--- config.mk ---
export PLATFORM = sky130hd
export DESIGN_NAME = hsk_port_ctrl
export DESIGN_NICKNAME = d
export VERILOG_FILES = /design/src/rtl/hsk_pkg.sv /design/src/rtl/hsk_tick_gen.sv /design/src/rtl/hsk_cfg_reg.sv /design/src/rtl/hsk_seq.sv /design/src/rtl/hsk_port_io.sv /design/src/rtl/hsk_port_ctrl.sv
export SDC_FILE = /design/constraint.sdc
export NUM_CORES = 1
export LEC_CHECK = 0
export BUFFER_PORTS_ARGS = -buffer_cell sky130_fd_sc_hd__buf_2
export CAP_MARGIN = 20
export CORE_AREA = 2 2 58 60
export CTS_CLUSTER_SIZE = 10
export DETAILED_ROUTE_END_ITERATION = 6
export DIE_AREA = 0 0 60 62
export PLACE_DENSITY = 0.78
export SLEW_MARGIN = 15
export SYNTH_ARGS = -nofsm -noshare
export SYNTH_HDL_FRONTEND = slang
export SYNTH_HIERARCHICAL = 1
export SYNTH_SLANG_ARGS = --single-unit
--- constraint.sdc ---
create_clock -name clk -period 4.1 [get_ports clk]
set_input_delay 0 -clock clk [delete_from_list [all_inputs] [get_ports clk]]
set_output_delay 0 -clock clk [all_outputs]
set_load 0.01 [all_outputs]
--- src/rtl/hsk_pkg.sv ---
package hsk_pkg;

   localparam int BIT_STYLE   = 0;
   localparam int BIT_REQ_POL = 4;
   localparam int BIT_ACK_POL = 5;
   localparam int DLY_LO      = 6;
   localparam int DLY_W       = 2;
   localparam int BIT_WIDE    = 8;
   localparam int BIT_DIV2    = 9;
   localparam int BIT_MODE    = 10;
   localparam int CFG_MIN_W   = BIT_MODE + 1;

   typedef enum logic [2:0] {
      ST_IDLE,
      ST_REQ,
      ST_ACK,
      ST_STRB,
      ST_DONE
   } hsk_state_e;

   function automatic logic [31:0] cfg_mask32();
      logic [31:0] m;
      m = '0;
      m[BIT_STYLE]   = 1'b1;
      m[BIT_REQ_POL] = 1'b1;
      m[BIT_ACK_POL] = 1'b1;
      for (int i = 0; i < DLY_W; i++) m[DLY_LO + i] = 1'b1;
      m[BIT_WIDE]    = 1'b1;
      m[BIT_DIV2]    = 1'b1;
      m[BIT_MODE]    = 1'b1;
      return m;
   endfunction

endpackage

--- src/rtl/hsk_tick_gen.sv ---
module hsk_tick_gen #(
   parameter int DIV = 2
) (
   input  logic clk,
   input  logic rst_n,
   input  logic slow,
   output logic tick
);
   localparam int PH_W = (DIV > 2) ? $clog2(DIV) : 1;

   logic [PH_W-1:0] phase;

   always_ff @(posedge clk or negedge rst_n) begin
      if (!rst_n)
         phase <= '0;
      else if (phase == PH_W'(DIV - 1))
         phase <= '0;
      else
         phase <= phase + 1'b1;
   end

   assign tick = slow ? (phase == PH_W'(DIV - 1)) : 1'b1;
endmodule

--- src/rtl/hsk_cfg_reg.sv ---
module hsk_cfg_reg #(
   parameter int               CFG_W = 16,
   parameter logic [CFG_W-1:0] MASK  = '1
) (
   input  logic             clk,
   input  logic             rst_n,
   input  logic             wr,
   input  logic [CFG_W-1:0] wdata,
   input  logic             idle,
   output logic [CFG_W-1:0] active
);
   logic [CFG_W-1:0] shadow;
   logic             pend;

   always_ff @(posedge clk or negedge rst_n) begin
      if (!rst_n) begin
         shadow <= '0;
         pend   <= 1'b0;
         active <= '0;
      end else begin
         if (wr) begin
            shadow <= wdata & MASK;
            pend   <= 1'b1;
         end else if (pend && idle) begin
            pend   <= 1'b0;
         end
         if (pend && idle)
            active <= shadow;
      end
   end
endmodule

--- src/rtl/hsk_seq.sv ---
module hsk_seq
   import hsk_pkg::*;
#(
   parameter int CNT_W    = 3,
   parameter int DLY_CW   = 2,
   parameter int DLY_BASE = 2
) (
   input  logic              clk,
   input  logic              rst_n,
   input  logic              tick,
   input  logic              start,
   input  logic              dir_wr,
   input  logic [DLY_CW-1:0] dly_code,
   input  logic              wide,
   output logic              busy,
   output logic              req_act,
   output logic              ack_act,
   output logic              strb_act,
   output logic              done,
   output logic              dir_q
);
   hsk_state_e       st;
   logic [CNT_W-1:0] cnt;
   logic [CNT_W-1:0] dly_lim;
   logic [CNT_W-1:0] wid_lim;

   assign dly_lim = CNT_W'(DLY_BASE - 1) + CNT_W'(dly_code);
   assign wid_lim = CNT_W'(wide);

   always_ff @(posedge clk or negedge rst_n) begin
      if (!rst_n) begin
         st    <= ST_IDLE;
         cnt   <= '0;
         dir_q <= 1'b0;
      end else begin
         unique case (st)
            ST_IDLE: if (start) begin
               st    <= ST_REQ;
               cnt   <= '0;
               dir_q <= dir_wr;
            end
            ST_REQ: if (tick) begin
               if (cnt == dly_lim) begin
                  st  <= ST_ACK;
                  cnt <= '0;
               end else begin
                  cnt <= cnt + 1'b1;
               end
            end
            ST_ACK: if (tick) st <= ST_STRB;
            ST_STRB: if (tick) begin
               if (cnt == wid_lim) begin
                  st  <= ST_DONE;
                  cnt <= '0;
               end else begin
                  cnt <= cnt + 1'b1;
               end
            end
            ST_DONE: st <= ST_IDLE;
            default: st <= ST_IDLE;
         endcase
      end
   end

   assign busy     = (st != ST_IDLE);
   assign req_act  = busy;
   assign ack_act  = (st == ST_ACK) || (st == ST_STRB) || (st == ST_DONE);
   assign strb_act = (st == ST_STRB);
   assign done     = (st == ST_DONE);
endmodule

--- src/rtl/hsk_port_io.sv ---
module hsk_port_io #(
   parameter int SYNC_STAGES = 2
) (
   input  logic clk,
   input  logic rst_n,
   input  logic periph,
   input  logic sep_strobes,
   input  logic busy,
   input  logic strb_act,
   input  logic dir_wr,
   input  logic pin_a_i,
   input  logic pin_b_i,
   output logic pin_a_o,
   output logic pin_b_o,
   output logic oe,
   output logic evt_rd,
   output logic evt_wr
);
   logic [SYNC_STAGES-1:0] sa;
   logic [SYNC_STAGES-1:0] sb;
   logic                   pa, pb;
   logic                   a_s, b_s, fall_a, fall_b;

   genvar gi;
   generate
      for (gi = 0; gi < SYNC_STAGES; gi++) begin : g_sync
         if (gi == 0) begin : g_first
            always_ff @(posedge clk or negedge rst_n) begin
               if (!rst_n) begin
                  sa[gi] <= 1'b1;
                  sb[gi] <= 1'b1;
               end else begin
                  sa[gi] <= pin_a_i;
                  sb[gi] <= pin_b_i;
               end
            end
         end else begin : g_next
            always_ff @(posedge clk or negedge rst_n) begin
               if (!rst_n) begin
                  sa[gi] <= 1'b1;
                  sb[gi] <= 1'b1;
               end else begin
                  sa[gi] <= sa[gi-1];
                  sb[gi] <= sb[gi-1];
               end
            end
         end
      end
   endgenerate

   assign a_s = sa[SYNC_STAGES-1];
   assign b_s = sb[SYNC_STAGES-1];

   always_ff @(posedge clk or negedge rst_n) begin
      if (!rst_n) begin
         pa <= 1'b1;
         pb <= 1'b1;
      end else begin
         pa <= a_s;
         pb <= b_s;
      end
   end

   assign fall_a = pa & ~a_s;
   assign fall_b = pb & ~b_s;

   always_comb begin
      evt_rd = 1'b0;
      evt_wr = 1'b0;
      if (!periph) begin
         if (sep_strobes) begin
            evt_rd = fall_a;
            evt_wr = fall_b;
         end else begin
            evt_rd = fall_a & b_s;
            evt_wr = fall_a & ~b_s;
         end
      end
   end

   always_comb begin
      pin_a_o = 1'b1;
      pin_b_o = 1'b1;
      if (periph) begin
         if (sep_strobes) begin
            pin_a_o = ~(strb_act & ~dir_wr);
            pin_b_o = ~(strb_act & dir_wr);
         end else begin
            pin_a_o = ~strb_act;
            pin_b_o = busy ? ~dir_wr : 1'b1;
         end
      end
   end

   assign oe = periph;
endmodule

--- src/rtl/hsk_port_ctrl.sv ---
module hsk_port_ctrl
   import hsk_pkg::*;
#(
   parameter int CFG_W       = 16,
   parameter int DLY_BASE    = 2,
   parameter int SYNC_STAGES = 2,
   parameter int TICK_DIV    = 2
) (
   input  logic             clk,
   input  logic             rst_n,
   input  logic             cfg_wr,
   input  logic [CFG_W-1:0] cfg_wdata,
   output logic [CFG_W-1:0] cfg_rdata,
   input  logic             xfer_req,
   input  logic             xfer_wr,
   output logic             xfer_busy,
   output logic             xfer_done,
   output logic             req_o,
   output logic             ack_o,
   input  logic             strb_a_i,
   input  logic             strb_b_i,
   output logic             strb_a_o,
   output logic             strb_b_o,
   output logic             strb_oe,
   output logic             evt_rd,
   output logic             evt_wr
);
   localparam logic [CFG_W-1:0] CFG_MASK = CFG_W'(cfg_mask32());
   localparam int DLY_MAX = DLY_BASE + (1 << DLY_W) - 1;
   localparam int CNT_W   = $clog2(DLY_MAX + 1);

   generate
      if (CFG_W < CFG_MIN_W) begin : g_bad_cfg_w
         $error("CFG_W too small for configuration fields");
      end
      if (DLY_BASE < 1) begin : g_bad_base
         $error("DLY_BASE must be at least 1");
      end
      if (SYNC_STAGES < 1) begin : g_bad_sync
         $error("SYNC_STAGES must be at least 1");
      end
      if (TICK_DIV < 2) begin : g_bad_div
         $error("TICK_DIV must be at least 2");
      end
   endgenerate

   logic tick, busy, req_act, ack_act, strb_act, dir_q, start;

   hsk_cfg_reg #(.CFG_W(CFG_W), .MASK(CFG_MASK)) u_cfg (
      .clk(clk), .rst_n(rst_n), .wr(cfg_wr), .wdata(cfg_wdata),
      .idle(!busy), .active(cfg_rdata)
   );

   hsk_tick_gen #(.DIV(TICK_DIV)) u_tick (
      .clk(clk), .rst_n(rst_n), .slow(cfg_rdata[BIT_DIV2]), .tick(tick)
   );

   assign start = xfer_req && !busy;

   hsk_seq #(.CNT_W(CNT_W), .DLY_CW(DLY_W), .DLY_BASE(DLY_BASE)) u_seq (
      .clk(clk), .rst_n(rst_n), .tick(tick), .start(start), .dir_wr(xfer_wr),
      .dly_code(cfg_rdata[DLY_LO +: DLY_W]), .wide(cfg_rdata[BIT_WIDE]),
      .busy(busy), .req_act(req_act), .ack_act(ack_act), .strb_act(strb_act),
      .done(xfer_done), .dir_q(dir_q)
   );

   hsk_port_io #(.SYNC_STAGES(SYNC_STAGES)) u_io (
      .clk(clk), .rst_n(rst_n), .periph(cfg_rdata[BIT_MODE]),
      .sep_strobes(cfg_rdata[BIT_STYLE]), .busy(busy), .strb_act(strb_act),
      .dir_wr(dir_q), .pin_a_i(strb_a_i), .pin_b_i(strb_b_i),
      .pin_a_o(strb_a_o), .pin_b_o(strb_b_o), .oe(strb_oe),
      .evt_rd(evt_rd), .evt_wr(evt_wr)
   );

   assign req_o     = req_act ^ cfg_rdata[BIT_REQ_POL];
   assign ack_o     = ack_act ~^ cfg_rdata[BIT_ACK_POL];
   assign xfer_busy = busy;
endmodule

==> reports/metrics.yaml <==
first_global_vias: 1022
vias: 1029
finalHoldViolCount: 0
area_growth_pct: 20.7
grt_max_degree: 32
critPathBufInv: 0
postSynthAreaPerCell_um2: 12.8
crit_path_start_kind: "flop"
place_area_mm2: 0.00162
cp_num_cells: 6
clockRootBuffer: "clkbuf_4"
post-route-min-period_ns: 2.22
arrival_ns: 2.48
cp_max_fo: 9
multi_input_area_um2: 604
cp_top_family: "simple AND/OR/NAND/NOR gates"
ys_ff_latch: 31
grt_pass1_wl_mm: 4.33
required_ns: 4.36
wl_per_cell_um: 13.1
r2r_end: "u_seq/cnt[2]$_DFFE_PN0P_"
fin_area_mm2: 0.00179
place.gp.congestion: 0.777
port_buffers: 31
critical_path.endpoint: "u_seq/cnt[2]$_DFFE_PN0P_"
grt_overflow: 0
min_period_over_period_pct: 54.1
netlist_area_mm2: 0.00148
cp_slowest_cell: "or3_2"
yosys_warnings: 6
layout-drive-gt1-share_pct: 44.7
io_pins: 48
worst_slew_pin_slew_ns: 0.651
final_nets: 185
rsz0062_at_grt: "no"
final_common_cell: "buf_2"
clkTransAtPathRegs_ns: 0.10
dr.first_iter.drc_count: 30
yosysUniqueCellTypes: 41
reg2reg_slack_ns: 1.88
firstDrtPassIters: 4
synthAdderAreaFrac_pct: 1.69
h-tree-depth: 2
r2r_cells: 6
yosys.area_share.simple_pct: 11.7
worstSetupPathType: "reg2reg"
maxSlewViolCount: 0
antenna_found_initial: 0
instances_no_fill: 207
cts_hold_buf: 12
post_cts_buffers: 0
slew_headroom_pct: 56.6
crit_path_end_kind: "flop"
die-area_mm2: 0.00372
synthXorXnorAreaFrac_pct: 3.54
viasPerCell: 4.97
synth_cells: 116
clock_path_buffers: 2
path_cells: "or3_2 > nor2b_1 > nor4b_4 > a31oi_2 > or3b_1 > o21ai_2"
hp-class: "in2reg"
gr-max-usage-layer: "met2"
drt_wl_total_mm: 2.70
finalSetupViolations: 0
cts_buffers: 5
hpwl_mm: 1.92
clk_latency_ns: 0.32
status: "completed"
setup.worst_path.start: "u_seq/st[0]$_DFFE_PN0P_"
gr-usage-met1_pct: 17.8
layout_common_cells: "buf_2, dfrtp_1, mux2_2"
yosysTopAreaCell: "dfrtp_1"
p_per_area_mw_per_mm2: 659
synth_compound_area_share_pct: 7.34
ant_nets: 0
cts_tree: "yes"
seq_area_frac_synth_pct: 52.8
tns_ns: 0
diodes: 0
die_h_um: 62
hold_start: "cfg_wr"
cts.sinks: 31
skew_ns: 0.0100
synthMuxAreaShare_pct: 14.4
max_freq_ghz: 0.451
dp.cells: 187
regArea_um2: 783
fillers: 253
grt_util_met3_pct: 5.18
met2_usage_pct: 27.5
row_count: 21
drc: 0
core_area_mm2: 0.00318
start_util_pct: 46.6
cts_resized: 0
synth.area.top_cells: "dfrtp_1, mux2_2, dfstp_2"
ir_drop_v: 0.000402
maxCapViolCount: 0
grtUsageTotal_pct: 16.4
synth_top_area_share_pct: 42.2
max_stage_delay_ns: 0.56
leakagePower_uw: 0.000816
reg2reg_from: "u_seq/st[0]$_DFFE_PN0P_"
synth_top_family_by_area: "multiplexers"
die_x_um: 60
==> worst register-to-register path: stages, from the launching register on <==
cell,delay (ns)
dfrtp_1,0.50
or3_2,0.56
nor2b_1,0.17
nor4b_4,0.26
a31oi_2,0.12
or3b_1,0.43
o21ai_2,0.11
==> report_power, final <==
part / internal, µW / switching [µW] / leakage (µW) / total, µW
sequential: 393 / 105 / 0.000359 / 498
clock: 66.7 / 95.8 / 0.0000293 / 163
combinational: 264 / 254 / 0.000427 / 518
==> state kept, by name, indices dropped and copies added, names as in the netlist <==
name          cells
u_io/b_s          1
u_seq/st          3
u_cfg/pend        1
u_io/pb           1
u_cfg/active      8
u_cfg/shadow      8
u_seq/dir_q       1
u_tick/phase      1
u_io/sb           1
u_io/a_s          1
u_io/sa           1
u_io/pa           1
u_seq/cnt         3
==> metal layers <==
layer / vias to the layer above / routed length (µm)
li1: 472 / -
met1: 512 / 1010
met2: 35 / 1490
met3: 10 / 116
met4: 0 / 86
met5: - / 0
==> Yosys cell counts (all sizes together) <==
library cell / number
conb: 1
xor2: 3
and2b: 2
o31ai: 1
nand3: 2
a311oi: 1
nor4b: 2
or2: 1
buf: 13
xnor2: 3
or3b: 2
a211oi: 1
nor2: 2
and2: 1
mux2: 19
nor2b: 1
inv: 5
o21ai: 2
nand3b: 1
and3: 1
a32oi: 1
a21oi: 2
nor4: 1
nand4: 1
nor3: 1
o21a: 1
nand2b: 1
or3: 1
ha: 2
dfrtp: 25
dfstp: 6
a31oi: 1
nand2: 6
a21o: 2
a41o: 1
==> logic make-up (layout without fill, tap and decap cells) <==
| family | count (synthesis) | in the layout |
|---|---|---|
| other | 1 | 8 |
| DFF | 31 | 31 |
| adders and majority gates | 2 | 2 |
| buffers and inverters | 18 | 56 |
| muxes | 19 | 19 |
| and+or+nand+nor | 26 | 26 |
| AOI/OAI and AO/OA | 13 | 13 |
| xor gates and xnor gates | 6 | 6 |
==> stage by stage <==
step	util, %	total power, µW	setup WS [ns]	hold WS [ns]
floorplan	-	882	2.02	-0.296
global placement	50.9	981	1.93	0.0614
detailed placement	50.9	1020	1.90	0.0694
CTS	56.3	1190	1.89	0.0154
global route	56.3	1270	1.73	0.0351
finish	56.3	1180	1.88	0.0246
==> worst min-delay path by stage <==
| stage | end | slack [ns] | depth (start not counted) |
|---|---|---|---|
| 2_1_floorplan | u_cfg/active[0]$_DFFE_PN0P_ | -0.30 | 0 |
| 3_3_place_gp | u_seq/st[2]$_DFFE_PN0P_ | 0.06 | 1 |
| 3_5_place_dp | u_seq/st[1]$_DFFE_PN0P_ | 0.07 | 1 |
| 4_1_cts | u_cfg/pend$_DFFE_PN0P_ | 0.02 | 2 |
| 5_1_grt | u_cfg/pend$_DFFE_PN0P_ | 0.04 | 2 |
| 6_report | u_cfg/pend$_DFFE_PN0P_ | 0.02 | 2 |
==> layout make-up <==
type / count / share of cell area, %
Timing Repair Buffer: 43 / 15.4
Inverter: 5 / 1.05
Clock buffer: 7 / 2.52
Clock inverter: 1 / 0.280
Tap cell: 46 / 3.22
Sequential cell: 31 / 43.8
Multi-Input combinational cell: 74 / 33.8
(Power assumes the default switching activity.)
